$ cat config.mk
export PLATFORM = sky130hd
export DESIGN_NAME = acc_idx_regs
export DESIGN_NICKNAME = d
export VERILOG_FILES = /design/src/rtl/acc_idx_pkg.sv /design/src/rtl/acc_idx_decode.sv /design/src/rtl/acc_idx_bank.sv /design/src/rtl/acc_idx_seq.sv /design/src/rtl/acc_idx_regs.sv
export SDC_FILE = /design/constraint.sdc
export NUM_CORES = 1
export LEC_CHECK = 0
export CAP_MARGIN = 20
export CORE_MARGIN = 5
export CORE_UTILIZATION = 52
export CTS_CLUSTER_SIZE = 16
export DETAILED_ROUTE_END_ITERATION = 8
export GPL_TIMING_DRIVEN = 0
export PLACE_DENSITY = 0.87
export SETUP_SLACK_MARGIN = 0.4
export SKIP_LAST_GASP = 1
export SLEW_MARGIN = 0
export SYNTH_ARGS = -nofsm -noshare
export SYNTH_HDL_FRONTEND = slang
export SYNTH_HIERARCHICAL = 1
export SYNTH_SLANG_ARGS = --single-unit
$ cat constraint.sdc
create_clock -name clk -period 4.34 [get_ports clk]
set_input_delay 0.434 -clock clk [delete_from_list [all_inputs] [get_ports clk]]
set_output_delay 0.434 -clock clk [all_outputs]
set_load 0.1 [all_outputs]
$ cat src/rtl/acc_idx_pkg.sv
package acc_idx_pkg;

    localparam int OP_W  = 4;
    localparam int CYC_W = 4;

    typedef enum logic [OP_W-1:0] {
        OP_NOP     = 4'd0,
        OP_LDI_A   = 4'd1,
        OP_LDI_X   = 4'd2,
        OP_LDI_Y   = 4'd3,
        OP_A_X     = 4'd4,
        OP_A_Y     = 4'd5,
        OP_X_A     = 4'd6,
        OP_Y_A     = 4'd7,
        OP_X_SP    = 4'd8,
        OP_SP_X    = 4'd9,
        OP_PAIR_WR = 4'd10
    } op_e;

    // Destination order matches register bank slot index plus one.
    typedef enum logic [2:0] {
        DST_NONE = 3'd0,
        DST_A    = 3'd1,
        DST_X    = 3'd2,
        DST_Y    = 3'd3,
        DST_SP   = 3'd4,
        DST_PAIR = 3'd5
    } dst_e;

    typedef enum logic [2:0] {
        SRC_IMM  = 3'd0,
        SRC_A    = 3'd1,
        SRC_X    = 3'd2,
        SRC_Y    = 3'd3,
        SRC_SP   = 3'd4,
        SRC_WORD = 3'd5
    } src_e;

    typedef struct packed {
        dst_e             dst;
        src_e             src;
        logic             flag_en;
        logic [CYC_W-1:0] cycles;
    } ctrl_t;

    // Unused codes fold onto the idle operation.
    function automatic op_e to_op(input logic [OP_W-1:0] code);
        if (code > OP_PAIR_WR) return OP_NOP;
        return op_e'(code);
    endfunction

endpackage

$ cat src/rtl/acc_idx_decode.sv
module acc_idx_decode
    import acc_idx_pkg::*;
#(
    parameter int LOAD_CYC = 2,
    parameter int XFER_CYC = 2,
    parameter int PAIR_CYC = 2,
    parameter int NOP_CYC  = 1
) (
    input  logic [OP_W-1:0] op_code,
    output ctrl_t           ctrl
);

    localparam logic [CYC_W-1:0] C_LOAD = CYC_W'(LOAD_CYC);
    localparam logic [CYC_W-1:0] C_XFER = CYC_W'(XFER_CYC);
    localparam logic [CYC_W-1:0] C_PAIR = CYC_W'(PAIR_CYC);
    localparam logic [CYC_W-1:0] C_NOP  = CYC_W'(NOP_CYC);

    always_comb begin
        ctrl = '{dst: DST_NONE, src: SRC_IMM, flag_en: 1'b0, cycles: C_NOP};
        case (to_op(op_code))
            OP_LDI_A:   ctrl = '{dst: DST_A,    src: SRC_IMM,  flag_en: 1'b1, cycles: C_LOAD};
            OP_LDI_X:   ctrl = '{dst: DST_X,    src: SRC_IMM,  flag_en: 1'b1, cycles: C_LOAD};
            OP_LDI_Y:   ctrl = '{dst: DST_Y,    src: SRC_IMM,  flag_en: 1'b1, cycles: C_LOAD};
            OP_A_X:     ctrl = '{dst: DST_A,    src: SRC_X,    flag_en: 1'b1, cycles: C_XFER};
            OP_A_Y:     ctrl = '{dst: DST_A,    src: SRC_Y,    flag_en: 1'b1, cycles: C_XFER};
            OP_X_A:     ctrl = '{dst: DST_X,    src: SRC_A,    flag_en: 1'b1, cycles: C_XFER};
            OP_Y_A:     ctrl = '{dst: DST_Y,    src: SRC_A,    flag_en: 1'b1, cycles: C_XFER};
            OP_X_SP:    ctrl = '{dst: DST_X,    src: SRC_SP,   flag_en: 1'b1, cycles: C_XFER};
            OP_SP_X:    ctrl = '{dst: DST_SP,   src: SRC_X,    flag_en: 1'b0, cycles: C_XFER};
            OP_PAIR_WR: ctrl = '{dst: DST_PAIR, src: SRC_WORD, flag_en: 1'b1, cycles: C_PAIR};
            default:    ;
        endcase
    end

endmodule

$ cat src/rtl/acc_idx_bank.sv
module acc_idx_bank
    import acc_idx_pkg::*;
#(
    parameter int             DW      = 8,
    parameter logic [DW-1:0]  SP_INIT = '1
) (
    input  logic            clk,
    input  logic            rst,
    input  logic            wr_en,
    input  dst_e            dst,
    input  src_e            src,
    input  logic [DW-1:0]   imm,
    input  logic [2*DW-1:0] word,
    output logic [DW-1:0]   a,
    output logic [DW-1:0]   x,
    output logic [DW-1:0]   y,
    output logic [DW-1:0]   sp,
    output logic [DW-1:0]   res8
);

    localparam int NREG   = 4;
    localparam int IDX_A  = 0;
    localparam int IDX_X  = 1;
    localparam int IDX_Y  = 2;
    localparam int IDX_SP = 3;

    logic [NREG-1:0][DW-1:0] rq;

    assign a  = rq[IDX_A];
    assign x  = rq[IDX_X];
    assign y  = rq[IDX_Y];
    assign sp = rq[IDX_SP];

    always_comb begin
        case (src)
            SRC_IMM: res8 = imm;
            SRC_A:   res8 = rq[IDX_A];
            SRC_X:   res8 = rq[IDX_X];
            SRC_Y:   res8 = rq[IDX_Y];
            SRC_SP:  res8 = rq[IDX_SP];
            default: res8 = word[DW-1:0];
        endcase
    end

    for (genvar i = 0; i < NREG; i++) begin : g_reg
        localparam logic [DW-1:0] RST_V  = (i == IDX_SP) ? SP_INIT : '0;
        localparam bit            IN_PAIR = (i == IDX_A) || (i == IDX_Y);
        logic          hit;
        logic [DW-1:0] nxt;
        logic [DW-1:0] q;

        always_comb begin
            hit = wr_en && ((dst == dst_e'(3'(i + 1))) || (IN_PAIR && dst == DST_PAIR));
            if (dst == DST_PAIR)
                nxt = (i == IDX_Y) ? word[2*DW-1:DW] : word[DW-1:0];
            else
                nxt = res8;
        end

        always_ff @(posedge clk) begin
            if (rst)      q <= RST_V;
            else if (hit) q <= nxt;
        end

        assign rq[i] = q;
    end

endmodule

$ cat src/rtl/acc_idx_seq.sv
module acc_idx_seq
    import acc_idx_pkg::*;
(
    input  logic             clk,
    input  logic             rst,
    input  logic             start,
    input  logic [CYC_W-1:0] cyc_req,
    output logic             accept,
    output logic             busy,
    output logic             done,
    output logic [CYC_W-1:0] cyc_q
);

    logic [CYC_W-1:0] remain;

    assign accept = start && !busy;

    always_ff @(posedge clk) begin
        if (rst) begin
            busy   <= 1'b0;
            done   <= 1'b0;
            remain <= '0;
            cyc_q  <= '0;
        end else begin
            done <= 1'b0;
            if (accept) begin
                busy   <= 1'b1;
                remain <= cyc_req - CYC_W'(1);
                cyc_q  <= cyc_req;
            end else if (busy) begin
                if (remain == '0) begin
                    busy <= 1'b0;
                    done <= 1'b1;
                end else begin
                    remain <= remain - CYC_W'(1);
                end
            end
        end
    end

endmodule

$ cat src/rtl/acc_idx_regs.sv
module acc_idx_regs
    import acc_idx_pkg::*;
#(
    parameter int            DW       = 8,
    parameter logic [DW-1:0] SP_INIT  = '1,
    parameter int            LOAD_CYC = 2,
    parameter int            XFER_CYC = 2,
    parameter int            PAIR_CYC = 2,
    parameter int            NOP_CYC  = 1
) (
    input  logic             clk,
    input  logic             rst,
    input  logic             start,
    input  logic [OP_W-1:0]  op,
    input  logic [DW-1:0]    imm,
    input  logic [2*DW-1:0]  word_in,
    output logic [DW-1:0]    reg_a,
    output logic [DW-1:0]    reg_x,
    output logic [DW-1:0]    reg_y,
    output logic [DW-1:0]    reg_sp,
    output logic [2*DW-1:0]  pair_ya,
    output logic             busy,
    output logic             done,
    output logic [CYC_W-1:0] cycles_out,
    output logic             flag_n,
    output logic             flag_z,
    output logic             flag_we
);

    ctrl_t         ctrl;
    logic          accept;
    logic [DW-1:0] res8;
    logic          n_nx;
    logic          z_nx;
    logic          fen_q;

    acc_idx_decode #(
        .LOAD_CYC (LOAD_CYC),
        .XFER_CYC (XFER_CYC),
        .PAIR_CYC (PAIR_CYC),
        .NOP_CYC  (NOP_CYC)
    ) u_dec (
        .op_code (op),
        .ctrl    (ctrl)
    );

    acc_idx_bank #(
        .DW      (DW),
        .SP_INIT (SP_INIT)
    ) u_bank (
        .clk   (clk),
        .rst   (rst),
        .wr_en (accept),
        .dst   (ctrl.dst),
        .src   (ctrl.src),
        .imm   (imm),
        .word  (word_in),
        .a     (reg_a),
        .x     (reg_x),
        .y     (reg_y),
        .sp    (reg_sp),
        .res8  (res8)
    );

    acc_idx_seq u_seq (
        .clk     (clk),
        .rst     (rst),
        .start   (start),
        .cyc_req (ctrl.cycles),
        .accept  (accept),
        .busy    (busy),
        .done    (done),
        .cyc_q   (cycles_out)
    );

    always_comb begin
        if (ctrl.dst == DST_PAIR) begin
            n_nx = word_in[2*DW-1];
            z_nx = (word_in == '0);
        end else begin
            n_nx = res8[DW-1];
            z_nx = (res8 == '0);
        end
    end

    always_ff @(posedge clk) begin
        if (rst) begin
            flag_n <= 1'b0;
            flag_z <= 1'b0;
            fen_q  <= 1'b0;
        end else if (accept) begin
            flag_n <= n_nx;
            flag_z <= z_nx;
            fen_q  <= ctrl.flag_en;
        end
    end

    assign flag_we = done && fen_q;
    assign pair_ya = {reg_y, reg_a};

endmodule

==> results_dict.tcl, run 1 <==
set metrics [dict create \
    run_status "finished clean" \
    coreArea_um2 5540 \
    cts.htree.levels 2 \
    synth_fa_ha_area_frac 0.00417 \
    hpwlAfterDp_mm 6.96 \
    stdcell_area_um2 4090 \
    finalMaxSlewViolations 0 \
    max_freq_mhz 280 \
    post_dp_cell_area_um2 3950 \
    worstMarginPinSlew_ns 0.997 \
    avgSynthCellArea_um2 9.11 \
    synth_flop_cell "dfxtp_1" \
    cts_resized 0 \
    post_cts_buffers 0 \
    initial_core_util 0.541 \
    grt.total_usage 0.252 \
    yosys-top-cells-count "dfxtp_1 (45), nor2_1 (26), nand2_1 (21)" \
    clock_latency_ns 0.30 \
    synthTopCellsByArea "dfxtp_1 (30%), buf_4 (5.0%), nor2_1 (3.3%)" \
    num_vias 2997 \
    seq_area_frac_synth 0.301 \
    r2r_end "u_bank/y[7]$_SDFFE_PP0P_" \
    ctsHoldBuffers 0 \
    grt_first_pass_wirelength_mm 14.9 \
    yosysTopAreaCellShare 0.301 \
    cts_root_buffer "clkbuf_8" \
    required_ns 4.58 \
    crit_fanout 10 \
    clock_sinks 45 \
    clockBufferDepth 2 \
    die_height_um 85.9 \
    layout-drive-gt1-share 0.203 \
    routedWlPerCell_um 18.7 \
    worstSetupStartpointType "primary input" \
    io_buffers 86 \
    synth-edff-count 0 \
    viasPerCell 6.04 \
    hold_path_class "register to register" \
    power_density_nw_per_um2 331 \
    fin_setup_tns_ns 0 \
    final_nets 455 \
    synth_async_sr_flop_share 0 \
    whs_path_depth 2 \
    hold_viol_final 0 \
    reg2reg_depth 7 \
    synth_top_family_by_area "compound AO/OA/AOI/OAI gates" \
    min_to "u_seq/cyc_q[2]$_SDFFE_PP0N_" \
    tritoncts "done" \
    n_antenna_cell 0 \
    synthXorXnorAreaFrac 0.00876 \
    r2r_start "u_seq/busy$_SDFF_PP0_" \
    ant_nets 0 \
    syn_inst 329 \
    ys_ff_latch 45 \
    leakage_nw 1.58 \
    syn_to_final_growth_pct 36.3 \
    ioPinCount 88 \
    r2r_slack_ns 2.20 \
    rows 27 \
    hold_ws_ns 0.462 \
    fin_crit_ns 3.58 \
    synth_simple_gate_area_frac 0.222 \
    grt-ovfl-total 0 \
    drc 0 \
    cts-buffers-inserted 5 \
    post-route-period-util 0.824 \
    cp-end-kind "register" \
    hold_start "u_seq/cyc_q[2]$_SDFFE_PP0N_" \
    drt_iter0_drc 300 \
    skew_ns 0.00270 \
    die_x_um 85.9 \
    worstSetupPathType "primary input to register" \
    rsz0062_at_grt "false" \
    ir_drop_uv 211 \
    fill_cells 410 \
    clk_pin_slew_worst_paths_ns 0.09 \
    grt_pass1_vias 2943 \
    worstPathArrival_ns 3.82 \
    yosys.area.top_type "dfxtp_1" \
    synthMuxAreaShare 0.0409 \
    synth-compound-area-share 0.306 \
    slew_headroom 0.329 \
    ys_warn_count 6 \
    synth.most_common_cell "dfxtp_1" \
    antenna_found_initial 0 \
    finalSetupViolCount 0 \
    grt_max_degree 15 \
    max-cap-violations 0 \
    dieArea_um2 7380 \
    synth.distinct_cells 78 \
    drtPass1Iterations 6 \
    finalWeightedCongestion 0.932 \
    synth_area_um2 3000 \
    drt_wl_total_mm 9.29 \
]
## registers in the layout (all words and copies together), names as in the netlist
| signal | flops |
|---|---|
| u_seq/remain | 4 |
| u_seq/cyc_q | 4 |
| u_bank/x | 8 |
| fen_q | 1 |
| u_bank/a | 8 |
| u_bank/sp | 8 |
| flag_n | 1 |
| u_seq/busy | 1 |
| u_seq/done | 1 |
| u_bank/y | 8 |
| flag_z | 1 |
## power breakdown
group          leakage, nW  switching, mW  internal, mW
clock network       0.0681          0.157         0.229
logic                 1.15          0.333         0.172
registers            0.367         0.0242         0.437
## routing by layer
metal | track usage | routed length [um]
met5 | 0 | 0
met4 | 0.0662 | 172
met3 | 0.0701 | 1010
met2 | 0.432 | 4490
met1 | 0.309 | 3610
## cells in the final DEF, fill, tap and decap left out, drive strengths merged, types with 10 or more instances in the layout
master          n
a21oi          16
buf            26
clkbuf         17
clkdlybuf4s50  86
dfxtp          45
nand2          21
nor2           26
o21ai          26
o22ai          10
## layout make-up
type,count,area [um2],area share
Clock inverter,3,65.1,0.0159
Clock buffer,5,68.8,0.0168
Buffer,39,322,0.0787
Sequential cell,45,901,0.220
Multi-Input combinational cell,239,1750,0.428
Tap cell,72,90.1,0.0220
Timing Repair Buffer,86,861,0.211
Inverter,7,28.8,0.00704
## worst max-delay path, stage by stage
cell	delay, ns
clkdlybuf4s50_1	0.49
inv_1	0.20
nand2_1	0.10
o21ai_0	0.79
buf_6	0.27
and2b_1	0.24
a22oi_1	0.35
o21ai_2	0.15
o21a_1	0.15
nor4_1	0.25
nand3_1	0.12
o211a_1	0.15
nor3_2	0.13
## worst max-delay path by stage
stage,end,slack (ns),start,depth (start not counted)
6_report,flag_z$_SDFFE_PP0P_,0.76,op[3],13
5_1_grt,flag_z$_SDFFE_PP0P_,0.56,op[3],13
4_1_cts,flag_z$_SDFFE_PP0P_,0.93,op[3],12
3_5_place_dp,flag_z$_SDFFE_PP0P_,0.59,op[3],12
3_3_place_gp,flag_z$_SDFFE_PP0P_,0.69,op[3],13
2_1_floorplan,flag_z$_SDFFE_PP0P_,1.69,op[3],11
## per-stage QoR
step | setup WS [ns] | util | std cells | power [mW]
after floorplan | 1.69 | - | 330 | 0.837
after global placement | 0.695 | 0.713 | 488 | 0.961
after detailed placement | 0.589 | 0.713 | 488 | 0.969
after CTS | 0.926 | 0.738 | 496 | 1.35
after global routing | 0.562 | 0.738 | 496 | 1.39
final | 0.764 | 0.738 | 496 | 1.35
## kinds of logic after synthesis
logic type               Yosys count
flip-flops                        45
multiplexers                       9
other                              1
AO/OA/AOI/OAI                    114
AND/OR/NAND/NOR                  110
adder cells (fa/ha/maj)            1
buffers and inverters             46
XOR/XNOR                           3
No activity file was read; power rests on OpenSTA's default activity.
==> inputs of run 2 (changes only) <==
CORE_UTILIZATION = 48   (was 52)
PLACE_DENSITY = 0.81   (was 0.87)
clock period = 3.3 ns   (was 4.34 ns; I/O delays follow)
==> results_dict.tcl, run 2 (same netlist as run 1, synthesis figures left out) <==
set metrics [dict create \
    run_status "finished clean" \
    slew_headroom 0.322 \
    power.switching_mw 0.675 \
    tritoncts "done" \
    skew_ns 0.00520 \
    ir_drop_uv 273 \
    io_buffers 86 \
    hold_viol_final 0 \
    worstSetupPathType "primary input to register" \
    grt_max_degree 15 \
    worstSetupStartpointType "primary input" \
    drtPass1Iterations 5 \
    top_layer "met4" \
    grt.total_usage 0.234 \
    ant_nets 0 \
    die_x_um 89.0 \
    clk_pin_slew_worst_paths_ns 0.08 \
    final_cell_mix "clkdlybuf4s50_1 (86), dfxtp_1 (45), nor2_1 (25), buf_4 (23), nand2_1 (20)" \
    power_density_nw_per_um2 429 \
    rsz0062_at_grt "true" \
    cp.depth 13 \
    reg2reg_depth 8 \
    p_clk_frac 0.280 \
    finalWeightedCongestion 0.901 \
    worstMarginPinSlew_ns 1.01 \
    crit_fanout 10 \
    critical_path.max_stage_delay_ns 0.51 \
    cts-buffers-inserted 5 \
    drt_wl_total_mm 9.34 \
    cts.htree.levels 2 \
    r2r_end "u_bank/a[5]$_SDFFE_PP0P_" \
    path_buf_inv 3 \
    drt_iter0_drc 305 \
    viasPerCell 6.05 \
    n_antenna_cell 0 \
    wl_met2_mm 4.36 \
    final_util 0.693 \
    leakage_nw 1.60 \
    routedWlPerCell_um 18.6 \
    cts_root_buffer "clkbuf_8" \
    final_nets 458 \
    power_mw 1.78 \
    hold_path_class "register to register" \
    clock_latency_ns 0.30 \
    max-cap-violations 0 \
    wl_met3_mm 1.06 \
    finalMaxSlewViolations 0 \
    path_cells "clkdlybuf4s50_1 > inv_1 > nand2_2 > o21ai_4 > buf_6 > and2b_1 > a22oi_1 > o21ai_2 > o21a_1 > nor4_1 > nand3_1 > o211a_1 > nor3_2" \
    critPathTopFamily "simple AND/OR/NAND/NOR gates" \
    crit_start "op[3]" \
    required_ns 3.53 \
    fill_cells 462 \
    fin_setup_tns_ns 0 \
    combinationalPowerShare 0.380 \
    clockBufferDepth 2 \
    p_sw_frac 0.379 \
    initial_core_util 0.500 \
    hold_ws_ns 0.467 \
    dieArea_um2 7930 \
    crit_path_end "flag_z$_SDFFE_PP0P_" \
    coreArea_um2 5990 \
    grt-ovfl-total 0 \
    internal-power_mw 1.11 \
    max_freq_mhz 348 \
    cp-end-kind "register" \
    post-route-period-util 0.870 \
    grt_first_pass_wirelength_mm 14.4 \
    num_vias 3035 \
    final_common_cell "clkdlybuf4s50_1" \
    fin_crit_ns 2.87 \
    finalSetupViolCount 0 \
    hpwlAfterDp_mm 7.03 \
    seq_power_share 0.340 \
    clock_sinks 45 \
    met1_length_mm 3.79 \
    critPathSlowestCell "clkdlybuf4s50_1" \
    rows 28 \
    r2r_slack_ns 1.22 \
    worstPathArrival_ns 3.11 \
    layout-drive-gt1-share 0.220 \
    r2r_start "u_seq/busy$_SDFF_PP0_" \
    drc 0 \
    antenna_found_initial 0 \
    grt_pass1_vias 2824 \
    die_height_um 89.0 \
    ioPinCount 88 \
    syn_to_final_growth_pct 38.5 \
]
run 2: through the flow:
stage               cells  worst slack [ns]  cell area (um2)
global placement      491            -0.292             3960
global route          502             0.305             4150
floorplan             330             0.758             3000
CTS                   501             0.433             4130
detailed placement    491            -0.435             3960
finish                502             0.428             4150
run 2: how the worst min path moves through the flow:
stage,from,to,slack (ns),cells after the start
after floorplan,rst,flag_z$_SDFFE_PP0P_,0.40,1
after global placement,u_seq/cyc_q[0]$_SDFFE_PP0N_,u_seq/cyc_q[0]$_SDFFE_PP0N_,0.45,2
after detailed placement,u_seq/cyc_q[2]$_SDFFE_PP0N_,u_seq/cyc_q[2]$_SDFFE_PP0N_,0.45,2
after CTS,u_seq/cyc_q[2]$_SDFFE_PP0N_,u_seq/cyc_q[2]$_SDFFE_PP0N_,0.46,2
after global routing,u_seq/cyc_q[1]$_SDFFE_PP0N_,u_seq/cyc_q[1]$_SDFFE_PP0N_,0.49,2
final,u_seq/cyc_q[0]$_SDFFE_PP0N_,u_seq/cyc_q[0]$_SDFFE_PP0N_,0.47,2
run 2: power by group through the flow:
stage / clock [mW] / combinational (mW) / sequential (mW)
2_1_floorplan: 0 / 0.326 / 0.775
3_3_place_gp: 0 / 0.648 / 0.617
3_5_place_dp: 0 / 0.659 / 0.618
4_1_cts: 0.502 / 0.667 / 0.606
5_1_grt: 0.530 / 0.709 / 0.612
6_report: 0.499 / 0.677 / 0.607
run 2: timing repair:
| action | in CTS | in global routing |
|---|---|---|
| pin swaps | 1 | 1 |
| resized for setup | 6 | 3 |
| setup buffers | 2 | 1 |
| endpoints found under the setup margin | 15 | 9 |
| hold buffers | 0 | 0 |
run 2: worst register-to-register path, delay by kind of cell (launching register included):
family,cells,cell delay [ns]
compound gates,2,0.19
flops,1,0.38
simple gates,4,1.02
buf+inv,2,0.37
run 2: routing by layer:
metal / global-route usage / vias to the layer above
li1: - / 1409
met1: 0.307 / 1423
met2: 0.395 / 184
met3: 0.0498 / 19
met4: 0.0555 / 0
met5: 0 / -
run 2: area by class of cell:
| class | count | area (um2) | share of cell area |
|---|---|---|---|
| repair buffers | 89 | 883 | 0.213 |
| inverters | 7 | 28.8 | 0.00693 |
| multi-input cells | 239 | 1790 | 0.431 |
| clock buffers | 5 | 68.8 | 0.0166 |
| flip-flops and latches | 45 | 901 | 0.217 |
| plain buffers | 39 | 322 | 0.0774 |
| clock inverters | 3 | 65.1 | 0.0157 |
| well taps | 75 | 93.8 | 0.0226 |
